$ cat src/rtl/sc_tx_pkg.sv
package sc_tx_pkg;

    localparam int DATA_W       = 8;
    localparam int BIT_SLOTS    = DATA_W + 2;   // start, data, parity
    localparam int GUARD_ETUS   = 2;
    localparam int SAMPLE_GUARD = 0;            // guard ETU whose end samples the line
    localparam int SLOT_W       = $clog2(BIT_SLOTS);

    typedef enum logic [1:0] {
        PH_IDLE,
        PH_BITS,
        PH_GUARD
    } phase_e;

    typedef enum logic [1:0] {
        OUT_NONE,
        OUT_OK,
        OUT_RETRY,
        OUT_DROP
    } outcome_e;

    typedef struct packed {
        logic     valid;
        outcome_e kind;
    } frame_end_t;

    // Parity bit that makes the data plus parity hold an even count of ones.
    function automatic logic even_par(input logic [DATA_W-1:0] d);
        return ^d;
    endfunction

    // Line level of one bit slot of the frame.
    function automatic logic slot_level(input int unsigned idx, input logic [DATA_W-1:0] d);
        if (idx == 0)
            return 1'b0;
        else if (idx <= DATA_W)
            return d[idx-1];
        else
            return even_par(d);
    endfunction

endpackage

$ cat src/rtl/sc_line_sync.sv
module sc_line_sync #(
    parameter int STAGES = 2
) (
    input  logic clk,
    input  logic rst,
    input  logic line_i,
    output logic line_o
);
    logic [STAGES-1:0] chain_q;

    generate
        for (genvar s = 0; s < STAGES; s++) begin : g_stage
            if (s == 0) begin : g_first
                always_ff @(posedge clk) begin
                    if (rst) chain_q[0] <= 1'b1;
                    else     chain_q[0] <= line_i;
                end
            end else begin : g_next
                always_ff @(posedge clk) begin
                    if (rst) chain_q[s] <= 1'b1;
                    else     chain_q[s] <= chain_q[s-1];
                end
            end
        end
    endgenerate

    assign line_o = chain_q[STAGES-1];
endmodule

$ cat src/rtl/sc_tx_holding.sv
module sc_tx_holding
    import sc_tx_pkg::*;
(
    input  logic              clk,
    input  logic              rst,
    input  logic              wr_en,
    input  logic [DATA_W-1:0] wr_data,
    input  logic              release_i,
    output logic [DATA_W-1:0] data_o,
    output logic              empty_o,
    output logic              accept_o
);
    logic [DATA_W-1:0] data_q;
    logic              empty_q;

    assign accept_o = wr_en && empty_q;

    always_ff @(posedge clk) begin
        if (rst) begin
            data_q  <= '0;
            empty_q <= 1'b1;
        end else if (accept_o) begin
            data_q  <= wr_data;
            empty_q <= 1'b0;
        end else if (release_i) begin
            empty_q <= 1'b1;
        end
    end

    assign data_o  = data_q;
    assign empty_o = empty_q;
endmodule

$ cat src/rtl/sc_frame_seq.sv
module sc_frame_seq
    import sc_tx_pkg::*;
#(
    parameter int MAX_RETRY = 3
) (
    input  logic              clk,
    input  logic              rst,
    input  logic              etu_tick,
    input  logic              pending_i,
    input  logic [DATA_W-1:0] data_i,
    input  logic              line_s,
    output logic              drive_low_o,
    output logic              in_guard_o,
    output frame_end_t        fin_o
);
    localparam int RTY_W = $clog2(MAX_RETRY + 1);
    localparam logic [SLOT_W-1:0] LAST_BIT    = SLOT_W'(BIT_SLOTS - 1);
    localparam logic [SLOT_W-1:0] LAST_GUARD  = SLOT_W'(GUARD_ETUS - 1);
    localparam logic [SLOT_W-1:0] SAMPLE_SLOT = SLOT_W'(SAMPLE_GUARD);

    phase_e            phase_q;
    logic [SLOT_W-1:0] slot_q;
    logic [DATA_W-1:0] shreg_q;
    logic              err_seen_q;
    logic [RTY_W-1:0]  retry_q;

    // Outcome of the frame, decided on the tick that ends the last guard ETU.
    always_comb begin
        fin_o.valid = 1'b0;
        fin_o.kind  = OUT_NONE;
        if (etu_tick && phase_q == PH_GUARD && slot_q == LAST_GUARD) begin
            fin_o.valid = 1'b1;
            if (!err_seen_q)
                fin_o.kind = OUT_OK;
            else if (retry_q < RTY_W'(MAX_RETRY))
                fin_o.kind = OUT_RETRY;
            else
                fin_o.kind = OUT_DROP;
        end
    end

    always_ff @(posedge clk) begin
        if (rst) begin
            phase_q    <= PH_IDLE;
            slot_q     <= '0;
            shreg_q    <= '0;
            err_seen_q <= 1'b0;
            retry_q    <= '0;
        end else if (etu_tick) begin
            unique case (phase_q)
                PH_IDLE: begin
                    if (pending_i) begin
                        phase_q    <= PH_BITS;
                        slot_q     <= '0;
                        shreg_q    <= data_i;
                        err_seen_q <= 1'b0;
                    end
                end
                PH_BITS: begin
                    if (slot_q == LAST_BIT) begin
                        phase_q <= PH_GUARD;
                        slot_q  <= '0;
                    end else begin
                        slot_q <= slot_q + 1'b1;
                    end
                end
                PH_GUARD: begin
                    if (slot_q == SAMPLE_SLOT)
                        err_seen_q <= ~line_s;
                    if (fin_o.valid) begin
                        slot_q <= '0;
                        if (fin_o.kind == OUT_RETRY) begin
                            phase_q    <= PH_BITS;
                            shreg_q    <= data_i;
                            err_seen_q <= 1'b0;
                            retry_q    <= retry_q + 1'b1;
                        end else begin
                            phase_q <= PH_IDLE;
                            retry_q <= '0;
                        end
                    end else begin
                        slot_q <= slot_q + 1'b1;
                    end
                end
                default: phase_q <= PH_IDLE;
            endcase
        end
    end

    assign drive_low_o = (phase_q == PH_BITS) && !slot_level(32'(slot_q), shreg_q);
    assign in_guard_o  = (phase_q == PH_GUARD);
endmodule

$ cat src/rtl/sc_char_tx.sv
module sc_char_tx
    import sc_tx_pkg::*;
#(
    parameter int MAX_RETRY   = 3,
    parameter int SYNC_STAGES = 2
) (
    input  logic              clk,
    input  logic              rst,
    input  logic              etu_tick,
    input  logic              wr_en,
    input  logic [DATA_W-1:0] wr_data,
    input  logic              err_clr,
    input  logic              txi_en,
    input  logic              eri_en,
    input  logic              line_in,
    output logic              drive_low,
    output logic              buf_empty,
    output logic              tx_end,
    output logic              err_flag,
    output logic              txi_req,
    output logic              eri_req
);
    logic              line_s;
    logic [DATA_W-1:0] hold_data;
    logic              hold_empty;
    logic              accept;
    logic              guard_phase;
    frame_end_t        fin;
    logic              release_hold;
    logic              tx_end_q;
    logic              err_q;

    sc_line_sync #(.STAGES(SYNC_STAGES)) u_sync (
        .clk    (clk),
        .rst    (rst),
        .line_i (line_in),
        .line_o (line_s)
    );

    assign release_hold = fin.valid && (fin.kind != OUT_RETRY);

    sc_tx_holding u_hold (
        .clk       (clk),
        .rst       (rst),
        .wr_en     (wr_en),
        .wr_data   (wr_data),
        .release_i (release_hold),
        .data_o    (hold_data),
        .empty_o   (hold_empty),
        .accept_o  (accept)
    );

    sc_frame_seq #(.MAX_RETRY(MAX_RETRY)) u_seq (
        .clk         (clk),
        .rst         (rst),
        .etu_tick    (etu_tick),
        .pending_i   (!hold_empty),
        .data_i      (hold_data),
        .line_s      (line_s),
        .drive_low_o (drive_low),
        .in_guard_o  (guard_phase),
        .fin_o       (fin)
    );

    always_ff @(posedge clk) begin
        if (rst) begin
            tx_end_q <= 1'b1;
            err_q    <= 1'b0;
        end else begin
            if (accept)
                tx_end_q <= 1'b0;
            else if (fin.valid && fin.kind == OUT_OK)
                tx_end_q <= 1'b1;

            if (fin.valid && (fin.kind == OUT_RETRY || fin.kind == OUT_DROP))
                err_q <= 1'b1;
            else if (err_clr)
                err_q <= 1'b0;
        end
    end

    assign buf_empty = hold_empty;
    assign tx_end    = tx_end_q;
    assign err_flag  = err_q;
    assign txi_req   = txi_en && tx_end_q;
    assign eri_req   = eri_en && err_q;
endmodule

$ cat config.mk
export PLATFORM = sky130hd
export DESIGN_NAME = sc_char_tx
export DESIGN_NICKNAME = d
export VERILOG_FILES = /design/src/rtl/sc_tx_pkg.sv /design/src/rtl/sc_line_sync.sv /design/src/rtl/sc_tx_holding.sv /design/src/rtl/sc_frame_seq.sv /design/src/rtl/sc_char_tx.sv
export SDC_FILE = /design/constraint.sdc
export NUM_CORES = 1
export LEC_CHECK = 0
export BUFFER_PORTS_ARGS = -buffer_cell sky130_fd_sc_hd__buf_2
export CORE_ASPECT_RATIO = 0.8
export CORE_UTILIZATION = 60
export CTS_CLUSTER_DIAMETER = 80
export DETAILED_ROUTE_END_ITERATION = 16
export PLACE_DENSITY_LB_ADDON = 0.08
export REMOVE_ABC_BUFFERS = 1
export SLEW_MARGIN = 30
export SYNTH_ARGS = -nofsm -noshare
export SYNTH_HDL_FRONTEND = slang
export SYNTH_SLANG_ARGS = --single-unit
export TNS_END_PERCENT = 20
$ cat constraint.sdc
create_clock -name clk -period 4.2 [get_ports clk]
set_input_delay 0.63 -clock clk [delete_from_list [all_inputs] [get_ports clk]]
set_output_delay 0.63 -clock clk [all_outputs]
set_load 0.01 [all_outputs]
# == Word-level counts from Yosys, hierarchy flattened ==
# Index checks and enable logic that the tools add are counted.
# totals
word_cells,86
register_bits,30
in_bits,16
out_inout_bits,6
# classes
addsub,3
n_mux,32
magnitude_cmp,3
reduce_logical,24
eq_ne,12
n_bitwise,1
# op_table
operator,n
$lt A32 B4 Y1 const B,1
$mux W8,3
$pmux W8 S2,1
$mux W1,15
$mux W4,3
$pmux W4 S3,1
$mux W2,5
$logic_and A1 B1 Y1,9
$reduce_and A3 Y1,3
$reduce_bool A2 Y1,4
$reduce_xor A8 Y1,1
$eq A2 B2 Y1 const B,3
$ne A2 B1 Y1 const B,3
$pmux W2 S3,1
$reduce_and A5 Y1,1
$sub A4 B1 Y5 const B,1
$add A4 B1 Y4 const B,1
$eq A2 B1 Y1 const B,2
$eq A4 B1 Y1 const B,1
$eq A4 B4 Y1 const B,1
$le A4 B4 Y1 const B,1
$logic_not A4 Y1,1
$ne A2 B2 Y1 const B,2
$reduce_and A4 Y1,1
10 further kinds,10

# == Longest topological paths before layout ==
# Gate-level depths: netlist of run 1.
# depth
depth_word,8
mapped_depth,7
mapped_depth_nobuf,6

# == By module ==
# A second synthesis of run 1 with hierarchy kept.
# unflattened
cells_unflattened,177
area_unflattened_um2,1599.0
# modules_own_cells
mod,seq_area_each_um2,area_each_um2,n_inst,cells_each
sc_frame_seq,340.3,1032.2,1,119
sc_tx_holding,180.2,406.6,1,41
sc_char_tx,40.0,107.6,1,13
sc_line_sync,40.0,52.6,1,4

# == Least setup slack after synthesis of run 1 ==
# No wires, ideal clock.
# synth_path
path_type,reg2out
startpoint,register u_seq.slot_q[0]
endpoint,output drive_low
path_stages_with_launch,7
required_time_ns,3.570
arrival_time_ns,1.908
setup_slack_ns,1.662
n_path_buf,0
path_cell_list,dfxtp_1 > inv_1 > ha_1 > mux4_2 > mux2i_1 > o32ai_1 > a211oi_1
# synth_between
elab_chain_len,7
elab_cells_between_ends,9
classes_between,add/sub (1); order compare (1); mux (4); reduce/logical (3)
# synth_lines
item,line_no,source
from (decl),sc_frame_seq.sv:22,logic [SLOT_W-1:0] slot_q;
from (signal assigned),sc_frame_seq.sv:64,slot_q <= slot_q + 1'b1;
from (signal assigned),sc_frame_seq.sv:82,slot_q <= slot_q + 1'b1;
$sub A4 B1 Y5,sc_tx_pkg.sv:37,return d[idx-1];
$bmux W1 S3,sc_tx_pkg.sv:37,
$mux W1 (not written as such),sc_tx_pkg.sv:37,
$mux W1,sc_tx_pkg.sv:36,else if (idx <= DATA_W)
$mux W1 *,sc_tx_pkg.sv:34,if (idx == 0)
$logic_not A1 Y1 *,sc_frame_seq.sv:90,"assign drive_low_o = (phase_q == PH_BITS) && !slot_level(32'(slot_q), shreg_q);"
$logic_and A1 B1 Y1 *,sc_frame_seq.sv:90,
to (decl),sc_char_tx.sv:16,"output logic drive_low,"
# Every way passes the cells marked *; elsewhere a longest branch is shown, timed or not. The select of a mux whose other input is x is not followed.

# == Final worst setup path of run 1 ==
# Same ends and word-level chain as after synthesis.

==> results of run 1 <==
[final timing paths]
path / endpoint / slack (ns) / cells after the start
worst max-delay path: drive_low / 1.11 / 7
worst min-delay path: u_sync.line_o / 0.45 / 1
worst max register to register: u_seq.shreg_q[6] / 2.20 / 5
worst min register to register: u_sync.line_o / 0.45 / 1
[cells by family (layout without fill, tap and decap cells)]
family / after synthesis / in the layout / synth area share [%]
muxes: 5 / 5 / 4.754
and+or+nand+nor: 62 / 62 / 20.13
DFF: 30 / 30 / 38.04
xor gates and xnor gates: 8 / 8 / 4.438
AOI/OAI and AO/OA: 53 / 53 / 20.05
buffers and inverters: 17 / 39 / 4.675
adders and majority gates: 10 / 10 / 7.924
[metal layers]
layer  track usage, %  routed length, um  up-vias  part of all wire (%)
met5                0                  0        -                     0
met4            19.05                 82        0                   2.5
met3            5.946                192        8                   5.7
met2            45.84               1614       43                    48
met1            30.38               1455      667                    43
li1                 -                  -      692                     -
[sequential cells by signal, summed over array words and instances, names as in the netlist]
signal and cells:
u_sync.line_o 1, u_seq.phase_q 2, u_hold.data_o 8, err_flag 1, u_hold.empty_o 1, tx_end 1
u_seq.retry_q 2, u_seq.slot_q 4, u_seq.err_seen_q 1, u_sync.chain_q 1, u_seq.shreg_q 8
[cells in the mapped netlist, drive strengths merged, types with 4 or more instances]
master	count
dfxtp	30
a21oi	23
nand2	23
o21ai	13
ha	10
inv	10
nand3	9
xnor2	7
nand4	5
nor2	5
clkbuf	4
or2	4
[power breakdown]
| part | switching, W | internal (W) | leakage, nW |
|---|---|---|---|
| Sequential | 0.00000858 | 0.000295 | 0.244 |
| Combinational | 0.0000449 | 0.0000299 | 0.392 |
| Clock | 0.000101 | 0.0000810 | 0.0353 |
[through the flow]
step	total power [W]	std cells	hold WS (ns)	area (um^2)	utilization (%)
floorplan	0.0003558	178	0.3895	1543	-
global placement	0.0003797	235	0.3988	1693	68.75
detailed placement	0.0003838	235	0.4246	1693	68.75
CTS	0.0005646	243	0.4489	1753	71.19
global route	0.0005876	243	0.4544	1753	71.19
finish	0.0005603	243	0.4450	1753	71.19
[area by class of cell]
| cell class | count | area (um^2) | share of cell area [%] |
|---|---|---|---|
| Timing Repair Buffer | 21 | 105.1 | 5.996 |
| Tap cell | 36 | 45.04 | 2.570 |
| Clock buffer | 7 | 55.05 | 3.141 |
| Sequential cell | 30 | 600.6 | 34.26 |
| Inverter | 10 | 37.54 | 2.141 |
| Multi-Input combinational cell | 138 | 904.6 | 51.61 |
| Clock inverter | 1 | 5.005 | 0.2855 |
[worst max-delay path: stages (launching register included)]
cell and delay (ns):
dfxtp_1 0.49, inv_1 0.13, ha_1 0.37, mux4_2 0.52, mux2i_1 0.15, o32ai_1 0.10
a211oi_1 0.19, buf_2 0.17
[cells in the final DEF (no fill, tap or decap), drive strengths merged, types with 4 or more instances in the layout]
cell	synthesis	final
or2	4	4
dfxtp	30	30
ha	10	10
nor2	5	5
nand3	9	9
a21oi	23	23
buf	3	21
nand4	5	5
nand2	23	23
xnor2	7	7
o21ai	13	13
clkbuf	4	7
inv	10	10
==> results.toml, run 1 <==
[sta]
worst_slack_ns = 1.107
setup_viol = 0
final_hold_viol_count = 0
rsz0062_at_grt = "false"
finalSetupTns_ns = 0
max_freq_mhz = 323.3
tightest_slew_ns = 0.6304
slew_headroom_pct = 57.42
fin_crit_sh_pct = 73.65
drv_slew = 0
layout_min_cycle_time_ns = 3.093
finClkSkew_ns = 0.007493

[synth]
synth_top_cell_by_area = "dfxtp_1"
synthTopCellsByArea = "dfxtp_1 (38%), ha_1 (7.9%), a21oi_1 (7.3%)"
yosysUniqueCellTypes = 40
synth.top_cell.area_share_pct = 38.03
syn_area_um2 = 1579
synthArstFlopShare_pct = 0
synth.avg_cell_area_um2 = 8.535
yosysSeqAreaShare_pct = 38.03
synth_warnings = 0
synthCells = 185
synth-edff-count = 0
synth-seq-cells = 30
synth_ff_type = "dfxtp_1"

[floorplanning]
initial_utilization_pct = 64.13
fp-row-count = 16
die_w_um = 59.36
core_area_um2 = 2462
io-pin-count = 22
die_h_um = 47.89
die_area_um2 = 2842

[final_layout]
syn2layout_area_growth_pct = 11.01
final_nets = 232
nFillCells = 205
n_antenna_cell = 0
drive_gt1_share_pct = 16.91

[place]
hpwl_um = 2475
gp_congestion = 0.7461
preCtsSetupSlack_ns = 1.469
io_buffers = 21

[routing]
drt-pass1-iter-count = 4
drtAntennaViolNets = 0
first_iter_violations = 60
vias = 1410
wirelength_um = 3345
avgRoutedWirePerCell_um = 13.77
viasPerCell = 5.802
route.detailed.drc = 0

[cts]
cts_hold_buf = 0
cts_sinks = 30
cts_made_buffers = 5
ctsRootBufferMaster = "clkbuf_4"
cts_tree = "yes"
cts_max_level = 2
cts_resized = 0
clk_latency_ns = 0.34
postCtsSetupBuffers = 0
path_clk_slew_ns = 0.09
clockBufferDepth = 2

[power]
power_density_nw_per_um2 = 319.6
p_leak_nw = 0.6720
vdd_drop_max_mv = 0.2397

[worst_setup_path]
cp_data_required_time_ns = 3.57
arrival_ns = 2.46
cp_max_fo = 7
cp-start-kind = "flip-flop"
crit_type = "flip-flop to output pin"
end_kind = "output pin"
crit_start = "u_seq.slot_q[0]"
rr_startpoint = "u_seq.slot_q[0]"

[grt]
antenna_found_initial = 0
grt_pass1_wl_um = 5430
grt_use_total_pct = 26.69
grt_pass1_vias = 1304
grt-ovfl-total = 0
grt_max_degree = 32

[status]
status = "finished, final reports clean"

[run]
max_cap_violations = 0

[hold_path]
holdCritStartpoint = "u_sync.chain_q[0]"
hp-class = "flip-flop to flip-flop"
Note: power is estimated with default switching activity, not from simulation.
==> run 2: changes to the inputs <==
CORE_UTILIZATION = 51   (was 60)
clock period = 2.6 ns   (was 4.2 ns; I/O delays follow)
==> results.toml, run 2 (synthesized netlist as in run 1, its figures left out) <==
[status]
status = "finished, violations left"
violations = "negative setup slack"

[final_layout]
n_antenna_cell = 0
drive_gt1_share_pct = 20.38
seqCellArea_um2 = 603.1
mostFrequentLayoutCell = "dfxtp_1"
finalNonFillerCells = 249
final_util_pct = 64.00
multi_input_area_um2 = 917.1
nFillCells = 253
final_nets = 237
syn2layout_area_growth_pct = 15.53
final_cell_mix = "dfxtp_1 (28), nand2_1 (23), a21oi_1 (23)"

[power]
sw_frac_of_total_pct = 25.47
clockPowerShare_pct = 35.7
seqPwrFrac_pct = 51.6
vdd_drop_max_mv = 0.4070
power_frac_comb_pct = 12.7
power_switching_w = 0.0002423
intPower_w = 0.0007093
p_leak_nw = 0.7057
power_density_nw_per_um2 = 521.7

[worst_setup_path]
cp_max_fo = 3
cp-start-kind = "flip-flop"
cp_data_required_time_ns = 2.21
crit_chain = "inv_2 > ha_4 > mux4_2 > mux2i_1 > o32ai_1 > a211oi_1 > buf_2"
ff2ff_path_depth = 7
end_kind = "output pin"
slowest_stage = "mux4_2"
rr_startpoint = "u_seq.slot_q[0]"
r2r_slack_ns = 0.55
r2r-end = "u_seq.shreg_q[7]"
cp_slowest_stage_delay_ns = 0.51
arrival_ns = 2.23
crit_type = "flip-flop to output pin"

[sta]
tightest_slew_ns = 0.5875
final_hold_viol_count = 0
hold_ws_ns = 0.2982
finalSetupTns_ns = -0.02016
finClkSkew_ns = 0.004668
slew_headroom_pct = 60.57
drv_slew = 0
fin_crit_sh_pct = 100.8
max_freq_mhz = 381.7
worst_slack_ns = -0.02016
rsz0062_at_grt = "true"
setup_viol = 1
layout_min_cycle_time_ns = 2.620

[grt]
grt_pass1_vias = 1285
grt_use_total_pct = 22.69
grt_max_degree = 32
grt_pass1_wl_um = 5637
antenna_found_initial = 0
grt-ovfl-total = 0

[cts]
cts_sinks = 30
clockBufferDepth = 2
ctsRootBufferMaster = "clkbuf_8"
clk_latency_ns = 0.27
cts_max_level = 2
cts_made_buffers = 5
cts_tree = "yes"
path_clk_slew_ns = 0.05

[floorplanning]
die_w_um = 64.21
die_h_um = 51.77
io-pin-count = 22
initial_utilization_pct = 55.40
die_area_um2 = 3324
core_area_um2 = 2850
fp-row-count = 17

[hold_path]
hp-class = "primary input to flip-flop"
min_to = "u_sync.chain_q[0]"
worstHoldPathCells = 2
holdCritStartpoint = "line_in"

[run]
max_cap_violations = 0

[routing]
vias = 1367
drtAntennaViolNets = 0
avgRoutedWirePerCell_um = 13.52
wirelength_um = 3366
first_iter_violations = 65
route.detailed.drc = 0
drt-pass1-iter-count = 5
viasPerCell = 5.490

[place]
gp_congestion = 0.9021
place_inst = 238
hpwl_um = 2384
io_buffers = 21
## run 2: metrics by stage
stage	area, um^2	setup slack (ns)	total power (W)
after detailed placement	1703	0.2865	0.0006191
final	1824	-0.02016	0.0009516
after CTS	1792	0.03926	0.0009606
after global routing	1824	-0.1525	0.001003
after floorplan	1543	0.2978	0.0005748
after global placement	1703	0.3596	0.0006142
## run 2: power by group through the flow
stage	combinational, W	sequential (W)	clock, W
global placement	0.000114	0.000500	0
global route	0.000136	0.000493	0.000375
finish	0.000121	0.000491	0.000340
CTS	0.000119	0.000491	0.000351
detailed placement	0.000118	0.000501	0
floorplan	0.0000767	0.000498	0
## run 2: worst max-delay path, delay by kind of cell (launching register included)
kind,cells,cell delay [ns]
AO/OA/AOI/OAI,2,0.40
adder cells (fa/ha/maj),1,0.27
buffers and inverters,2,0.24
flip-flops,1,0.35
multiplexers,2,0.69
## run 2: area by class of cell
type                            instances  share of cell area (%)
Multi-Input combinational cell        138                   50.27
Sequential cell                        30                   33.06
Timing Repair Buffer                   26                   7.819
Clock buffer                            7                   4.184
Tap cell                               38                   2.606
Inverter                               10                   2.058
## run 2: worst max path at each step
stage	startpoint	to	slack [ns]
global placement	u_seq.slot_q[1]	drive_low	0.36
CTS	u_seq.slot_q[1]	drive_low	0.04
global route	u_seq.slot_q[1]	drive_low	-0.15
finish	u_seq.slot_q[1]	drive_low	-0.02
floorplan	u_seq.slot_q[0]	drive_low	0.30
detailed placement	u_seq.slot_q[1]	drive_low	0.29
## run 2: routing by layer
| layer | vias to the layer above | global-route usage, % | wire length [um] |
|---|---|---|---|
| li1 | 700 | - | - |
| met1 | 626 | 26.02 | 1572 |
| met2 | 35 | 39.54 | 1578 |
| met3 | 6 | 6.140 | 151 |
| met4 | 0 | 11.11 | 63 |
| met5 | - | 0 | 0 |
## run 2: timing repair
item / in CTS / in global routing
buffers inserted: 0 / 4
hold buffers: 0 / 0
setup endpoints to repair: 1 / 1
pin swaps: 0 / 3
gates resized for setup: 1 / 4
==> run 3: changes to the inputs <==
==> constraint.sdc (replaced) <==
create_clock -name clk -period 2.6 [get_ports clk]
set_input_delay 0.13 -clock clk [delete_from_list [all_inputs] [get_ports clk]]
set_output_delay 0.13 -clock clk [all_outputs]
set_load 0.01 [all_outputs]
==> results.toml, run 3 (synthesized netlist as in run 1, its figures left out) <==
[status]
status = "finished, final reports clean"

[final_layout]
finalNonFillerCells = 243
final_cell_mix = "dfxtp_1 (29), nand2_1 (23), a21oi_1 (23)"
mostFrequentLayoutCell = "dfxtp_1"
n_antenna_cell = 0
final_nets = 232
drive_gt1_share_pct = 17.07
syn2layout_area_growth_pct = 12.68

[cts]
ctsRootBufferMaster = "clkbuf_8"
path_clk_slew_ns = 0.06
cts_resized = 0
clk_latency_ns = 0.28
cts_hold_buf = 0
clockBufferDepth = 2
cts_sinks = 30
cts_max_level = 2
postCtsSetupBuffers = 0
cts_tree = "yes"
cts_made_buffers = 5

[hold_path]
hp-class = "primary input to flip-flop"
holdCritStartpoint = "line_in"
worstHoldPathCells = 2

[routing]
vias = 1375
drt-pass1-iter-count = 4
wirelength_um = 3214
avgRoutedWirePerCell_um = 13.23
drtAntennaViolNets = 0
first_iter_violations = 43
route.detailed.drc = 0
viasPerCell = 5.658

[power]
p_leak_nw = 0.6803
vdd_drop_max_mv = 0.3215
power_density_nw_per_um2 = 546.9

[worst_setup_path]
end_kind = "output pin"
crit_start = "u_seq.slot_q[0]"
cp_data_required_time_ns = 2.47
ff2ff_path_depth = 6
cp_max_fo = 7
crit_type = "flip-flop to output pin"
arrival_ns = 2.30
cp-start-kind = "flip-flop"
rr_startpoint = "u_seq.phase_q[0]"

[floorplanning]
die_h_um = 51.77
core_area_um2 = 2850
initial_utilization_pct = 55.40
die_area_um2 = 3324
die_w_um = 64.21
io-pin-count = 22
fp-row-count = 17

[grt]
grt_pass1_vias = 1346
grt_pass1_wl_um = 5740
grt_max_degree = 32
antenna_found_initial = 0
grt-ovfl-total = 0
grt_use_total_pct = 22.88

[sta]
drv_slew = 0
slew_headroom_pct = 60.54
rsz0062_at_grt = "false"
finClkSkew_ns = 0.008815
layout_min_cycle_time_ns = 2.432
tightest_slew_ns = 0.5879
setup_viol = 0
final_hold_viol_count = 0
max_freq_mhz = 411.2
finalSetupTns_ns = 0
fin_crit_sh_pct = 93.54

[run]
max_cap_violations = 0

[place]
hpwl_um = 2343
io_buffers = 21
place_inst = 237
gp_congestion = 0.9303
## run 3: changes by cell type in the layout (fill, tap and decap cells not counted), moves of 2 or more
cell / before / now
buf_4: 5 / 0
clkbuf_1: 2 / 0
inv_1: 8 / 10
inv_2: 2 / 0
## run 3: layout make-up
type / count / area (um^2)
fillers: 253 / 1071
multi-input cells: 138 / 904.6
flip-flops and latches: 30 / 601.8
repair buffers: 21 / 105.1
clock buffers: 6 / 82.58
well taps: 38 / 47.55
inverters: 10 / 37.54
## run 3: routing by layer
layer,share of wire (%),track usage (%)
met1,48,27.40
met4,1.7,11.11
met2,46,37.94
met5,0,0
met3,4.6,6.798
## run 3: metrics by stage
stage / util [%] / power [W] / hold WS (ns) / setup WS, ns / area (um^2)
after floorplan: - / 0.0005748 / 0.1991 / 0.5578 / 1543
after CTS: 62.38 / 0.0009789 / 0.03388 / 0.04116 / 1778
after global routing: 62.42 / 0.001018 / 0.03489 / 0.03586 / 1779
after detailed placement: 59.48 / 0.0006181 / 0.3171 / 0.3439 / 1695
after global placement: 59.48 / 0.0006143 / 0.3160 / 0.5068 / 1695
final: 62.42 / 0.0009731 / 0.03566 / 0.1679 / 1779
## run 3: worst paths after layout
path | to | slack, ns
max | drive_low | 0.17
min | u_sync.chain_q[0] | 0.04
max reg2reg | u_seq.err_seen_q | 0.68
min reg2reg | u_sync.line_o | 0.42
## run 3: power by group
group | total (W) | internal [W] | switching (W)
Clock | 0.000364 | 0.000204 | 0.000160
Combinational | 0.000118 | 0.0000481 | 0.0000702
Sequential | 0.000491 | 0.000477 | 0.0000137
## run 3: worst max-delay path, stage by stage, from the launching register on
cell,delay [ns]
dfxtp_2,0.41
inv_1,0.10
ha_1,0.35
mux4_2,0.53
mux2i_1,0.17
o32ai_1,0.09
a211oi_1,0.21
buf_2,0.17
